**config.mk**
```make
export PLATFORM = sky130hd
export DESIGN_NAME = sio_flow_gate
export DESIGN_NICKNAME = d
export VERILOG_FILES = /design/src/rtl/sio_flow_pkg.sv /design/src/rtl/sio_sync.sv /design/src/rtl/sio_tx_gate.sv /design/src/rtl/sio_rx_gate.sv /design/src/rtl/sio_flow_gate.sv
export SDC_FILE = /design/constraint.sdc
export NUM_CORES = 1
export LEC_CHECK = 0
export BUFFER_PORTS_ARGS = -buffer_cell sky130_fd_sc_hd__buf_2
export CAP_MARGIN = 20
export CORE_AREA = 3 3 40 42
export CTS_BUF_LIST = sky130_fd_sc_hd__clkbuf_8
export DETAILED_ROUTE_END_ITERATION = 8
export DIE_AREA = 0 0 43 45
export PLACE_DENSITY_LB_ADDON = 0.1
export SYNTH_ARGS = -nofsm -noshare
export SYNTH_HDL_FRONTEND = slang
export SYNTH_SLANG_ARGS = --single-unit
```
**constraint.sdc**
```tcl
create_clock -name clk -period 0.8 [get_ports clk]
set_input_delay 0.04 -clock clk [delete_from_list [all_inputs] [get_ports clk]]
set_output_delay 0.04 -clock clk [all_outputs]
set_load 0.1 [all_outputs]
```
**src/rtl/sio_flow_pkg.sv**
```systemverilog
package sio_flow_pkg;

    typedef enum logic [0:0] {
        TX_IDLE = 1'b0,
        TX_BUSY = 1'b1
    } tx_state_e;

    typedef struct packed {
        tx_state_e state;
        logic      start;
    } tx_regs_t;

    typedef struct packed {
        logic enable;
        logic ready;
    } rx_regs_t;

    localparam int unsigned SYNC_W = 2;
    localparam int unsigned SYNC_CTS_BIT = 0;
    localparam int unsigned SYNC_REQ_BIT = 1;

endpackage

```
**src/rtl/sio_sync.sv**
```systemverilog
module sio_sync #(
    parameter int unsigned WIDTH  = 2,
    parameter int unsigned STAGES = 2
) (
    input  logic             clk,
    input  logic             rst_n,
    input  logic [WIDTH-1:0] din,
    output logic [WIDTH-1:0] dout
);
    localparam int unsigned LAST = STAGES - 1;

    logic [STAGES-1:0][WIDTH-1:0] chain_d, chain_q;

    always_comb begin
        chain_d[0] = din;
        for (int i = 1; i < int'(STAGES); i++) begin
            chain_d[i] = chain_q[i-1];
        end
    end

    always_ff @(posedge clk) begin
        if (!rst_n) chain_q <= '0;
        else        chain_q <= chain_d;
    end

    assign dout = chain_q[LAST];

    generate
        if (STAGES > 1) begin : g_chain_check
            p_sync_shift_r11: assert property (@(posedge clk) disable iff (!rst_n)
                $past(rst_n) |-> (chain_q[1] == $past(chain_q[0])));
        end
    endgenerate

endmodule

```
**src/rtl/sio_tx_gate.sv**
```systemverilog
module sio_tx_gate
    import sio_flow_pkg::*;
(
    input  logic clk,
    input  logic rst_n,
    input  logic fc_en,
    input  logic rx_mode,
    input  logic cts_ok,
    input  logic thr_valid,
    input  logic frame_done,
    output logic frame_start,
    output logic tx_active
);
    tx_regs_t tx_d, tx_q;
    logic     permit;

    // Clear-to-send only matters with flow control on and pins in CTS use.
    assign permit = !fc_en || rx_mode || cts_ok;

    always_comb begin
        tx_d       = tx_q;
        tx_d.start = 1'b0;
        unique case (tx_q.state)
            TX_IDLE: begin
                if (thr_valid && permit) begin
                    tx_d.start = 1'b1;
                    tx_d.state = TX_BUSY;
                end
            end
            TX_BUSY: begin
                if (frame_done) tx_d.state = TX_IDLE;
            end
            default: tx_d.state = TX_IDLE;
        endcase
    end

    always_ff @(posedge clk) begin
        if (!rst_n) tx_q <= '{state: TX_IDLE, start: 1'b0};
        else        tx_q <= tx_d;
    end

    assign frame_start = tx_q.start;
    assign tx_active   = (tx_q.state == TX_BUSY);

    p_start_pulse_r2: assert property (@(posedge clk) disable iff (!rst_n)
        frame_start |=> !frame_start);

    p_hold_frame_r3: assert property (@(posedge clk) disable iff (!rst_n)
        (tx_active && !frame_done) |=> (tx_active && !frame_start));

    p_cts_block_r4: assert property (@(posedge clk) disable iff (!rst_n)
        (!tx_active && fc_en && !rx_mode && !cts_ok) |=> !frame_start);

    p_free_run_r5: assert property (@(posedge clk) disable iff (!rst_n)
        (!tx_active && !fc_en && thr_valid) |=> frame_start);

    p_cts_ignored_r6: assert property (@(posedge clk) disable iff (!rst_n)
        (!tx_active && rx_mode && thr_valid) |=> frame_start);

    p_no_abort_r7: assert property (@(posedge clk) disable iff (!rst_n)
        (tx_active && !cts_ok && !frame_done) |=> tx_active);

endmodule

```
**src/rtl/sio_rx_gate.sv**
```systemverilog
module sio_rx_gate
    import sio_flow_pkg::*;
(
    input  logic clk,
    input  logic rst_n,
    input  logic fc_en,
    input  logic rx_mode,
    input  logic req_sync,
    input  logic rx_full,
    output logic rx_enable,
    output logic rx_ready
);
    rx_regs_t rx_d, rx_q;
    logic     req_mode;

    assign req_mode = fc_en && rx_mode;

    always_comb begin
        rx_d = rx_q;
        if (req_mode) begin
            rx_d.enable = req_sync;
            rx_d.ready  = !rx_full;
        end else begin
            rx_d.enable = 1'b1;
            rx_d.ready  = 1'b0;
        end
    end

    always_ff @(posedge clk) begin
        if (!rst_n) rx_q <= '{enable: 1'b0, ready: 1'b0};
        else        rx_q <= rx_d;
    end

    assign rx_enable = rx_q.enable;
    assign rx_ready  = rx_q.ready;

    p_req_gates_r8: assert property (@(posedge clk) disable iff (!rst_n)
        (fc_en && rx_mode && !req_sync) |=> !rx_enable);

    p_enable_free_r9: assert property (@(posedge clk) disable iff (!rst_n)
        (!fc_en || !rx_mode) |=> rx_enable);

    p_full_blocks_r10: assert property (@(posedge clk) disable iff (!rst_n)
        rx_full |=> !rx_ready);

    p_ready_mode_r10: assert property (@(posedge clk) disable iff (!rst_n)
        (!fc_en || !rx_mode) |=> !rx_ready);

endmodule

```
**src/rtl/sio_flow_gate.sv**
```systemverilog
module sio_flow_gate
    import sio_flow_pkg::*;
#(
    parameter int unsigned SYNC_STAGES = 2
) (
    input  logic clk,
    input  logic rst_n,
    input  logic fc_en,
    input  logic rx_mode,
    input  logic cts_in,
    input  logic rx_req_in,
    input  logic thr_valid,
    input  logic frame_done,
    input  logic rx_full,
    output logic frame_start,
    output logic tx_active,
    output logic rx_enable,
    output logic rx_ready
);
    logic [SYNC_W-1:0] async_in, synced;

    always_comb begin
        async_in               = '0;
        async_in[SYNC_CTS_BIT] = cts_in;
        async_in[SYNC_REQ_BIT] = rx_req_in;
    end

    sio_sync #(
        .WIDTH  (SYNC_W),
        .STAGES (SYNC_STAGES)
    ) u_sync (
        .clk   (clk),
        .rst_n (rst_n),
        .din   (async_in),
        .dout  (synced)
    );

    sio_tx_gate u_tx (
        .clk         (clk),
        .rst_n       (rst_n),
        .fc_en       (fc_en),
        .rx_mode     (rx_mode),
        .cts_ok      (synced[SYNC_CTS_BIT]),
        .thr_valid   (thr_valid),
        .frame_done  (frame_done),
        .frame_start (frame_start),
        .tx_active   (tx_active)
    );

    sio_rx_gate u_rx (
        .clk       (clk),
        .rst_n     (rst_n),
        .fc_en     (fc_en),
        .rx_mode   (rx_mode),
        .req_sync  (synced[SYNC_REQ_BIT]),
        .rx_full   (rx_full),
        .rx_enable (rx_enable),
        .rx_ready  (rx_ready)
    );

    p_reset_quiet_r1: assert property (@(posedge clk)
        !rst_n |=> (!frame_start && !tx_active && !rx_enable && !rx_ready));

endmodule

```
* Word-level counts from Yosys, hierarchy flattened
Cells that the tools add are included.
** Storage, ports and cells
- Flip-flop bits (word level) :: 8
- Input port bits :: 9
- Output and inout port bits :: 4
- Logic and storage cells :: 20
** Cells by class
- Multiplexer cells :: 4
- Bitwise operators :: 2
- Reductions and logical operators :: 8
** Operator list (count)
- $mux W2 :: 2
- $logic_and A1 B1 Y1 :: 2
- $logic_not A1 Y1 :: 2
- $logic_or A1 B1 Y1 :: 2
- $not A1 Y1 :: 2
- $pmux W1 S2 :: 1
- $reduce_and A2 Y1 :: 1
- $reduce_or A2 Y1 :: 1
- $mux W1 :: 1

* Longest topological paths before layout
- Depth after elaboration :: 6
- Depth in mapped cells :: 2
- Depth with buffers taken out :: 2

* Cells and area by module
A second synthesis with hierarchy kept.
** Second synthesis, totals
- Cells, all modules :: 20
- Area, all modules :: 250.2 um^2
** Modules (own cells, without submodules)
- sio_sync :: instances 1, cells each 8, area each 105.1 um^2, sequential area each 80.1 um^2
- sio_tx_gate :: instances 1, cells each 7, area each 81.3 um^2, sequential area each 40.0 um^2
- sio_rx_gate :: instances 1, cells each 5, area each 63.8 um^2, sequential area each 40.0 um^2

* Worst setup path before layout
No wires, ideal clock.
- Path kind :: flip-flop to flip-flop
- Start point :: register u_tx.tx_q, in the netlist u_tx.tx_active
- End point :: register u_tx.tx_q, in the netlist u_tx.tx_active
- Library setup time :: 0.089 ns
- Arrival :: 1.234 ns
- Required time :: 0.711 ns
- Slack :: -0.522 ns
- Stages on the path, launching flop included :: 3
- Buffers on the path :: 0
- Period minus slack after synthesis :: 1.322 ns
- Cell sequence :: dfxtp_1 -> nand3b_1 -> o31ai_2
** On the way
- Longest elaborated chain between the ends :: 2
** RTL lines
- start, declared :: line sio_tx_gate.sv:14 : tx_regs_t tx_d, tx_q;
- start signal, assigned :: line sio_tx_gate.sv:38 : if (!rst_n) tx_q <= '{state: TX_IDLE, start: 1'b0};
- start signal, assigned :: line sio_tx_gate.sv:39 : else tx_q <= tx_d;
- $not A1 Y1 :: line sio_tx_gate.sv:23 : unique case (tx_q.state)
- $pmux W1 S2 (*) :: line sio_tx_gate.sv:23
Every way passes the cells marked *; elsewhere a longest branch is shown, timed or not.
A chain may end at the register's enable or synchronous reset.

* Worst setup path after layout
- Start point :: register u_tx.tx_q, in the netlist u_tx.tx_active
- End point :: output tx_active
** RTL lines
- end, declared :: line sio_flow_gate.sv:16 : output logic tx_active,
No word-level cell between the ends.

==> results.toml <==
[status]
status = "finished clean"

[synth]
synth-seq-area-share_pct = 62.14
synthCells = 20
post-synth-top-area-cell = "dfxtp_1"
yosysUniqueCellTypes = 9
syn-num-nets = 29
netlist_area_sq_um = 257.7
yosysTopAreaCellShare_pct = 62.14
synth_seq_cells = 8
synthTopCellsByArea = "dfxtp_1, and2_2, nor3b_2, o31ai_2, nand3b_1"
ys.warnings.count = 0
avgSynthCellArea_sq_um = 12.89

[clocking]
worstSkewPairLatency_ns = 0.22
clk_pin_slew_worst_paths_ns = 0.04
root_buffer = "clkbuf_8"
cts_buffers = 3
clock-sinks = 8
clockBufferDepth = 2
h-tree-depth = 1
cts_tree = "done"

[worst_setup_path]
critPathBufInv = 1
cp_slowest_stage_delay_ns = 0.36
crit_fanout = 3
reg2reg_from = "u_tx.tx_active$_SDFF_PN0_"
endpoint_kind = "output pin"
slowest_stage = "dfxtp_4"
path_class = "reg -> out"
crit_path_start_kind = "register"
critPathRequiredTime_ns = 0.76
cp.arrival_ns = 0.75
crit_chain = "buf_12"
worst_path_dominant_cell_family = "flip-flops"
worstSetupStartpoint = "u_tx.tx_active$_SDFF_PN0_"

[routing]
drt_first_iter_violations = 0
via_per_inst = 3.556
wl_per_cell_um = 7.963
dr.pass1.iters = 1
wl_um = 430
antenna_left = 0
drc = 0
num_vias = 192

[global_route]
grt_pass1_vias = 195
antenna_found_initial = 0
grt_max_degree = 9
grt_pass1_wl_um = 738
overflow = 0
track_usage_pct = 5.505

[timing]
relSlewSlack_pct = 85.94
setup_viol = 0
max_freq_ghz = 1.273
fin_crit_ns = 0.7858
hold_viol = 0
rsz0062_at_grt = "yes"
clock_skew_ns = 0.00008833
drv_slew = 0
finalCritPeriodShare_pct = 98.22
tightest_slew_ns = 0.2100

[finish]
drive_gt1_share_pct = 74.36
instances_no_fill = 54
layout_commonest_cell = "buf_2"
final_cell_area_sq_um = 474.2
final_cell_mix = "buf_2, and2_2, buf_12, dfxtp_1"
diodes = 0
area_delta_synth_final_pct = 83.98
nNetsFinal = 49

[power]
p_leak_nw = 0.2100
peakVddDrop_v = 0.0008342
pwr_density_cell_nw_per_um2 = 2354
total_power_mw = 1.116

[placed_design]
gp_congestion = 0.5539
dpl.cell_count = 47
port_buffers = 12
post_dp_cell_area_sq_um = 404.1

[floorplan]
core_sq_um = 1285
ioPinCount = 13
rows = 13
die_h_um = 45
die-area_sq_um = 1935
start_util_pct = 20.06
die_width_um = 43

[run]
cap_violations = 0

[min_path]
min_from = "cts_in"
hp-class = "in -> reg"
-- kinds of logic after synthesis --
group            synth area share (%)
AO/OA/AOI/OAI                   7.767
flip-flops                      62.13
AND/OR/NAND/NOR                 30.10
-- registers in the layout, summed over array words and instances (netlist names) --
signal            flops
u_tx.frame_start      1
u_rx.rx_ready         1
u_sync.dout           2
u_rx.rx_enable        1
u_sync.chain_d        2
u_tx.tx_active        1
-- layout make-up --
type	instances	area [sq um]
fillers	129	810.8
multi-input cells	12	97.59
clock inverters	1	3.754
repair buffers	15	145.1
well taps	15	18.77
clock buffers	3	41.29
flip-flops and latches	8	167.7
-- power by group --
group          internal (mW)  switching [mW]  total [mW]
clock network          0.331           0.139       0.470
registers              0.424          0.0133       0.437
logic                 0.0908           0.118       0.209
total                  0.845           0.271        1.12
-- stage by stage --
stage               util (%)  hold slack, ns  worst slack, ns  setup TNS [ns]
floorplan                  -          0.1021         -0.01157        -0.01157
global placement       31.45          0.2021           0.1239               0
detailed placement     31.45          0.2020          0.08294               0
CTS                    36.90         0.03427         0.008622               0
global route           36.90         0.04772         -0.01175        -0.01175
finish                 36.90         0.03602          0.01424               0
-- synth_stat cells (all sizes together) --
cell type and count:
nand3b 1, nor3 1, o31ai 1, o21a 1, nand2 2, and2 4
nor3b 2, dfxtp 8
-- path summary, 6_finish.rpt --
path              depth (start not counted)                      endpoint  slack, ns
setup / recovery                          1                     tx_active       0.01
hold / removal                            2  u_sync.chain_d[2]$_SDFF_PN0_       0.04
setup reg to reg                          2     u_tx.tx_active$_SDFF_PN0_       0.03
hold reg to reg                           1     u_rx.rx_enable$_SDFF_PN0_       0.44
-- routing by layer --
layer  wire (um)  vias to the layer above  global-route usage (%)  share of wire (%)
li1            -                      104                       -                  -
met1         187                       79                   5.085                 43
met2         185                        9                   8.383                 43
met3          58                        0                   3.187                 13
met4           0                        0                   5.422                  0
met5           0                        -                       0                  0
-- timing repair --
action                                 4_1_cts  5_1_grt
setup buffers                                2        0
resized for setup                            0        0
hold buffers                                 1        0
endpoints found under the hold margin        1        0
setup endpoints to repair                    1        1
No activity file was read; power rests on OpenSTA's default activity.
